==> src/rtl/xm_ack_pkg.sv <==
package xm_ack_pkg;
  typedef enum logic [1:0] {
    SZ_BYTE = 2'b00,
    SZ_WORD = 2'b01,
    SZ_LONG = 2'b10,
    SZ_RSVD = 2'b11
  } xfer_size_e;

  typedef enum logic [2:0] {
    ST_IDLE,
    ST_ADDR,
    ST_WAIT,
    ST_ACK,
    ST_TURN
  } bus_st_e;
endpackage

==> src/rtl/xm_ack_wait_cnt.sv <==
module xm_ack_wait_cnt #(
  parameter int WAIT_W = 4
) (
  input  logic              clk_i,
  input  logic              rst_ni,
  input  logic              load_i,
  input  logic [WAIT_W-1:0] load_val_i,
  input  logic              dec_i,
  output logic              last_o
);
  logic [WAIT_W-1:0] cnt_q;

  always_ff @(posedge clk_i or negedge rst_ni) begin
    if (!rst_ni)                  cnt_q <= '0;
    else if (load_i)              cnt_q <= load_val_i;
    else if (dec_i && cnt_q != 0) cnt_q <= cnt_q - WAIT_W'(1);
  end

  assign last_o = (cnt_q == WAIT_W'(1));

  // decrement only ever requested on a live count
  a_r3_no_underflow: assert property (@(posedge clk_i) disable iff (!rst_ni)
    (dec_i && !load_i) |-> (cnt_q != '0));
endmodule

==> src/rtl/xm_ack_seq.sv <==
module xm_ack_seq
  import xm_ack_pkg::*;
#(
  parameter int ADDR_W = 32,
  parameter int WAIT_W = 4
) (
  input  logic              clk_i,
  input  logic              rst_ni,
  input  logic              start_i,
  input  logic              en_i,
  input  logic [1:0]        size_i,
  input  logic [WAIT_W-1:0] wait_i,
  input  logic [ADDR_W-1:0] addr_i,
  input  logic              last_wait_i,
  output logic              load_o,
  output logic [WAIT_W-1:0] load_val_o,
  output logic              dec_o,
  output bus_st_e           state_o,
  output logic [ADDR_W-1:0] beat_addr_o,
  output logic              beat_last_o
);
  localparam logic [ADDR_W-1:0] HALF_STEP = ADDR_W'(2);

  bus_st_e           state_q, state_d;
  logic              long_q, second_q;
  logic [WAIT_W-1:0] wait_q;
  logic [ADDR_W-1:0] addr_q;
  logic              accept, split;

  assign accept = (state_q == ST_IDLE) && start_i && en_i;
  assign split  = (state_q == ST_ACK) && long_q && !second_q;

  always_comb begin
    state_d    = state_q;
    load_o     = 1'b0;
    load_val_o = wait_q;
    dec_o      = 1'b0;
    unique case (state_q)
      ST_IDLE: if (accept) state_d = ST_ADDR;
      ST_ADDR: begin
        if (wait_q == '0) state_d = ST_ACK;
        else begin
          state_d = ST_WAIT;
          load_o  = 1'b1;
        end
      end
      ST_WAIT: begin
        if (last_wait_i) state_d = ST_ACK;
        else             dec_o   = 1'b1;
      end
      ST_ACK: begin
        if (split) begin
          if (wait_q != '0) begin
            state_d = ST_WAIT;
            load_o  = 1'b1;
          end
        end else begin
          state_d = ST_TURN;
        end
      end
      ST_TURN: state_d = ST_IDLE;
      default: state_d = ST_IDLE;
    endcase
  end

  always_ff @(posedge clk_i or negedge rst_ni) begin
    if (!rst_ni) begin
      state_q  <= ST_IDLE;
      long_q   <= 1'b0;
      second_q <= 1'b0;
      wait_q   <= '0;
      addr_q   <= '0;
    end else begin
      state_q <= state_d;
      if (accept) begin
        long_q   <= (size_i == SZ_LONG);
        second_q <= 1'b0;
        wait_q   <= wait_i;
        addr_q   <= addr_i;
      end else if (split) begin
        second_q <= 1'b1;
      end
    end
  end

  assign state_o     = state_q;
  assign beat_last_o = !long_q || second_q;
  assign beat_addr_o = second_q ? addr_q + HALF_STEP : addr_q;

  a_r6_long_zero_wait_hold: assert property (@(posedge clk_i) disable iff (!rst_ni)
    (split && wait_q == '0) |=> (state_q == ST_ACK));
  a_r9_busy_ignores_start: assert property (@(posedge clk_i) disable iff (!rst_ni)
    (state_q == ST_TURN) |=> (state_q == ST_IDLE));
  a_r11_cfg_stable: assert property (@(posedge clk_i) disable iff (!rst_ni)
    (state_q != ST_IDLE && state_q != ST_TURN) |=> ($stable(wait_q) && $stable(long_q)));
endmodule

==> src/rtl/xm_ack_pad.sv <==
module xm_ack_pad
  import xm_ack_pkg::*;
(
  input  bus_st_e state_i,
  output logic    ta_no,
  output logic    ta_oe_o,
  output logic    beat_done_o
);
  assign beat_done_o = (state_i == ST_ACK);
  assign ta_no       = !(state_i == ST_ACK);
  assign ta_oe_o     = (state_i != ST_IDLE);
endmodule

==> src/rtl/xm_ack_gen.sv <==
module xm_ack_gen
  import xm_ack_pkg::*;
#(
  parameter int ADDR_W = 32,
  parameter int WAIT_W = 4
) (
  input  logic              clk_i,
  input  logic              rst_ni,
  input  logic              xfer_start_i,
  input  logic [ADDR_W-1:0] addr_i,
  input  logic [1:0]        size_i,
  input  logic              xm_ack_en_i,
  input  logic [WAIT_W-1:0] wait_cnt_i,
  output logic              ta_no,
  output logic              ta_oe_o,
  output logic              beat_done_o,
  output logic              beat_last_o,
  output logic [ADDR_W-1:0] beat_addr_o
);
  logic              cnt_load, cnt_dec, cnt_last;
  logic [WAIT_W-1:0] cnt_val;
  bus_st_e           state;

  xm_ack_seq #(.ADDR_W(ADDR_W), .WAIT_W(WAIT_W)) u_seq (
    .clk_i       (clk_i),
    .rst_ni      (rst_ni),
    .start_i     (xfer_start_i),
    .en_i        (xm_ack_en_i),
    .size_i      (size_i),
    .wait_i      (wait_cnt_i),
    .addr_i      (addr_i),
    .last_wait_i (cnt_last),
    .load_o      (cnt_load),
    .load_val_o  (cnt_val),
    .dec_o       (cnt_dec),
    .state_o     (state),
    .beat_addr_o (beat_addr_o),
    .beat_last_o (beat_last_o)
  );

  xm_ack_wait_cnt #(.WAIT_W(WAIT_W)) u_wait (
    .clk_i      (clk_i),
    .rst_ni     (rst_ni),
    .load_i     (cnt_load),
    .load_val_i (cnt_val),
    .dec_i      (cnt_dec),
    .last_o     (cnt_last)
  );

  xm_ack_pad u_pad (
    .state_i     (state),
    .ta_no       (ta_no),
    .ta_oe_o     (ta_oe_o),
    .beat_done_o (beat_done_o)
  );

  a_r1_disabled_ignored: assert property (@(posedge clk_i) disable iff (!rst_ni)
    (!ta_oe_o && xfer_start_i && !xm_ack_en_i) |=> !ta_oe_o);
  a_r2_start_drives_high: assert property (@(posedge clk_i) disable iff (!rst_ni)
    (!ta_oe_o && xfer_start_i && xm_ack_en_i) |=> (ta_oe_o && ta_no));
  a_r8_ta_low_driven: assert property (@(posedge clk_i) disable iff (!rst_ni)
    !ta_no |-> ta_oe_o);
  a_r8_release_after_high: assert property (@(posedge clk_i) disable iff (!rst_ni)
    $fell(ta_oe_o) |-> $past(ta_no));
  a_r5_second_addr: assert property (@(posedge clk_i) disable iff (!rst_ni)
    (beat_done_o && !beat_last_o) |=> (beat_addr_o == $past(beat_addr_o) + ADDR_W'(2)));
  a_r8_last_then_turn: assert property (@(posedge clk_i) disable iff (!rst_ni)
    (beat_done_o && beat_last_o) |=> (ta_oe_o && ta_no));
endmodule

==> config.mk <==
export PLATFORM = sky130hd
export DESIGN_NAME = xm_ack_gen
export DESIGN_NICKNAME = d
export VERILOG_FILES = /design/src/rtl/xm_ack_pkg.sv /design/src/rtl/xm_ack_wait_cnt.sv /design/src/rtl/xm_ack_seq.sv /design/src/rtl/xm_ack_pad.sv /design/src/rtl/xm_ack_gen.sv
export SDC_FILE = /design/constraint.sdc
export NUM_CORES = 1
export LEC_CHECK = 0
export BUFFER_PORTS_ARGS = -buffer_cell sky130_fd_sc_hd__buf_2
export CAP_MARGIN = 40
export CORE_ASPECT_RATIO = 1.75
export CORE_UTILIZATION = 48
export CTS_CLUSTER_SIZE = 8
export DETAILED_ROUTE_END_ITERATION = 16
export GPL_ROUTABILITY_DRIVEN = 1
export HOLD_SLACK_MARGIN = 0.15
export PLACE_DENSITY = 0.88
export SLEW_MARGIN = 20
export SYNTH_ARGS = -nofsm -noshare
export SYNTH_HDL_FRONTEND = slang
export SYNTH_SLANG_ARGS = --single-unit
==> constraint.sdc <==
create_clock -name clk_i -period 3.42 [get_ports clk_i]
set_input_delay 0.684 -clock clk_i [delete_from_list [all_inputs] [get_ports clk_i]]
set_output_delay 0.684 -clock clk_i [all_outputs]
set_load 0.1 [all_outputs]
==> results.md <==
* Outcome: finished clean
* WL per Instance at 14.9 um
* Routed vias/inst at 5.52
* Ys flop type: dfrtp_1
* CTS Hold Buffers Added at 0
* Postcts setup bufs at 0
* Placer Congestion at 0.807
* Fmax at 307 MHz
* Finished Layout Cells at 352
* Die area at 0.00550 mm2
* DR iter-0 viols at 30
* Number of max-cap violations at 0
* Worst setup EP type: primary output
* Final Hold Vio Count at 0
* Crit-path max cell delay at 0.58 ns
* GRT Resource Usage Total at 0.207
* Commonest cells post-synth: dfrtp_1, mux2_2, xnor2_1
* Post-synth top area cell: dfrtp_1
* DR pass1 iterations at 4
* Critical Path Slowest Stage Cell: nor4_4
* Core outline area at 0.00498 mm2
* Seq/Total Area, Yosys at 0.452
* Clk_skew at 0.00594 ns
* Synthesis-stage register bit count at 45
* ANT cells at 0
* Initial antenna violation count at 0
* Via count at 1,942
* Post-cts gate resize count at 0
* Nets at 342
* Fin util at 0.638
* Worst-path clk slew at 0.08 ns
* Yosys warns at 0
* CTS root buffer: clkbuf_8
* Post-Syn Area at 0.00249 mm2
* Setup_tns at 0 ns
* CP Launch Type: flip-flop
* TritonCTS Buffers at 5
* Ys async rst share at 1.00
* Post-synth EDFFs at 0
* Synth area leaders: dfrtp_1, mux2_2, xnor2_1, nand2_1, nand4_1
* Num ports at 78
* Area share of the largest cell type after synthesis at 0.452
* P&R area growth vs syn at 27.3%
* Crit path arrival time at 2.57 ns
* Number of global-route vias before repair at 1,983
* Max clock buf depth at 2
* Grt ovf at 0
* CTS HTree Levels at 2
* Largest net degree at the start of global routing at 26
* Final ANT Viol Nets at 0
* Syn_area_per_cell at 11.4 um2
* Clock Sinks at 45
* Cell count after synthesis at 219
* Count leader, synth: dfrtp_1
* Setup-failing EPs final at 0
* Routed WL at 5260 um
* WP data required at 2.74 ns
* Post-DP HPWL at 4130 um
* Share of cells above drive strength 1 at 0.500
* RSZ-0062 raised after global routing: false
* Crit path buffers/inverters at 1
* Slew margin rel. at 0.579
* # fillers at 398
* First-pass GRT wire length at 8810 um
* Top delay family on crit path: simple AND/OR/NAND/NOR gates
* WS Path Type: reg2out
* Period utilisation layout at 0.951
* Worst-skew pair later-pin latency at 0.29 ns
* Syn_nets at 264
* Post-synthesis cell type count at 43
* Chip width at 56.5 um
* Port Buf Inserts at 77
* Die H at 97.4 um
* Critical-path cell list: nand4_1, nor4_4, nand4b_1, xnor2_2, buf_2
* Clock period minus worst slack at 3.25 ns
* Hold Crit Class: in2async
* Max-slew violations at 0
* TritonCTS clock tree: built
* DRC viols at 0
* Initial Utilization at 0.501
* Worst-path maximum fanout at 9
* Worst-Margin Slew at 0.628 ns
* Placed Cells at 344
* Site Rows at 34
-- area by class of cell --
| class | count | area, um2 | share of cell area |
|---|---|---|---|
| inverter | 6 | 22.5 | 0.00710 |
| clock inverter | 1 | 30.0 | 0.00946 |
| tap | 54 | 67.6 | 0.0213 |
| timing repair buffer | 79 | 420 | 0.132 |
| multi-input combinational | 160 | 1420 | 0.448 |
| sequential | 45 | 1130 | 0.355 |
| clock buffer | 7 | 86.3 | 0.0272 |
-- worst paths after layout --
| check | startpoint | end | slack, ns | cells after the start |
|---|---|---|---|---|
| max | u_seq.second_q | beat_addr_o[28] | 0.17 | 5 |
| min in group clk_i | u_seq.addr_q[0] | u_seq.addr_q[0] | 0.51 | 1 |
| max reg2reg | u_seq.state_o[1] | u_seq.addr_q[18] | 1.20 | 4 |
| min reg2reg | u_seq.addr_q[0] | u_seq.addr_q[0] | 0.51 | 1 |
| max in group asynchronous | rst_ni | u_seq.addr_q[31] | 2.57 | 2 |
| min | rst_ni | u_seq.addr_q[10] | 0.36 | 1 |
-- kinds of logic after synthesis --
family,count (synthesis),share of synthesized area
compound gates,13,0.0396
xor+xnor,31,0.109
fa+ha+maj,3,0.0151
buf+inv,14,0.0326
flops,45,0.452
mux,37,0.167
simple gates,76,0.186
-- routing by layer --
layer	GRT usage	wire length, um	vias to the layer above
li1	-	-	927
met1	0.211	1900	949
met2	0.393	3000	55
met3	0.0333	227	11
met4	0.0976	139	0
met5	0	0	-
-- state kept, by name, indices dropped and copies added (netlist names) --
name and cells:
u_seq.addr_q 32, u_seq.load_val_o 4, u_wait.cnt_q 4, u_seq.state_o 3, u_seq.long_q 1, u_seq.second_q 1
-- cells in the final DEF, fill, tap and decap left out, types with 2 or more instances in the layout --
cell / instances
xnor2_2: 18
nand3_1: 9
nand2b_1: 2
dfrtp_1: 45
nand2_1: 19
clkbuf_8: 6
nand3b_1: 2
nor4_4: 2
or2_2: 2
nor2b_1: 2
o21ai_0: 2
ha_1: 3
nand4_1: 11
mux2_2: 36
nor3_1: 3
nor2_1: 8
and3_1: 6
nand4b_1: 2
buf_2: 77
xor2_1: 5
xnor2_1: 8
inv_1: 6
-- per-stage QoR --
| stage | hold WS, ns | cell area, um2 | setup slack (ns) |
|---|---|---|---|
| 6_report | 0.360 | 3170 | 0.166 |
| 5_1_grt | 0.384 | 3170 | 0.0435 |
| 4_1_cts | 0.361 | 3170 | 0.154 |
| 3_5_place_dp | 0.500 | 3060 | 0.516 |
| 3_3_place_gp | 0.484 | 3030 | 0.575 |
| 2_1_floorplan | 0.388 | 2630 | 0.149 |
Power is not shown: default switching activity piles up to over one toggle a cycle in this logic, so the estimate is an artifact.
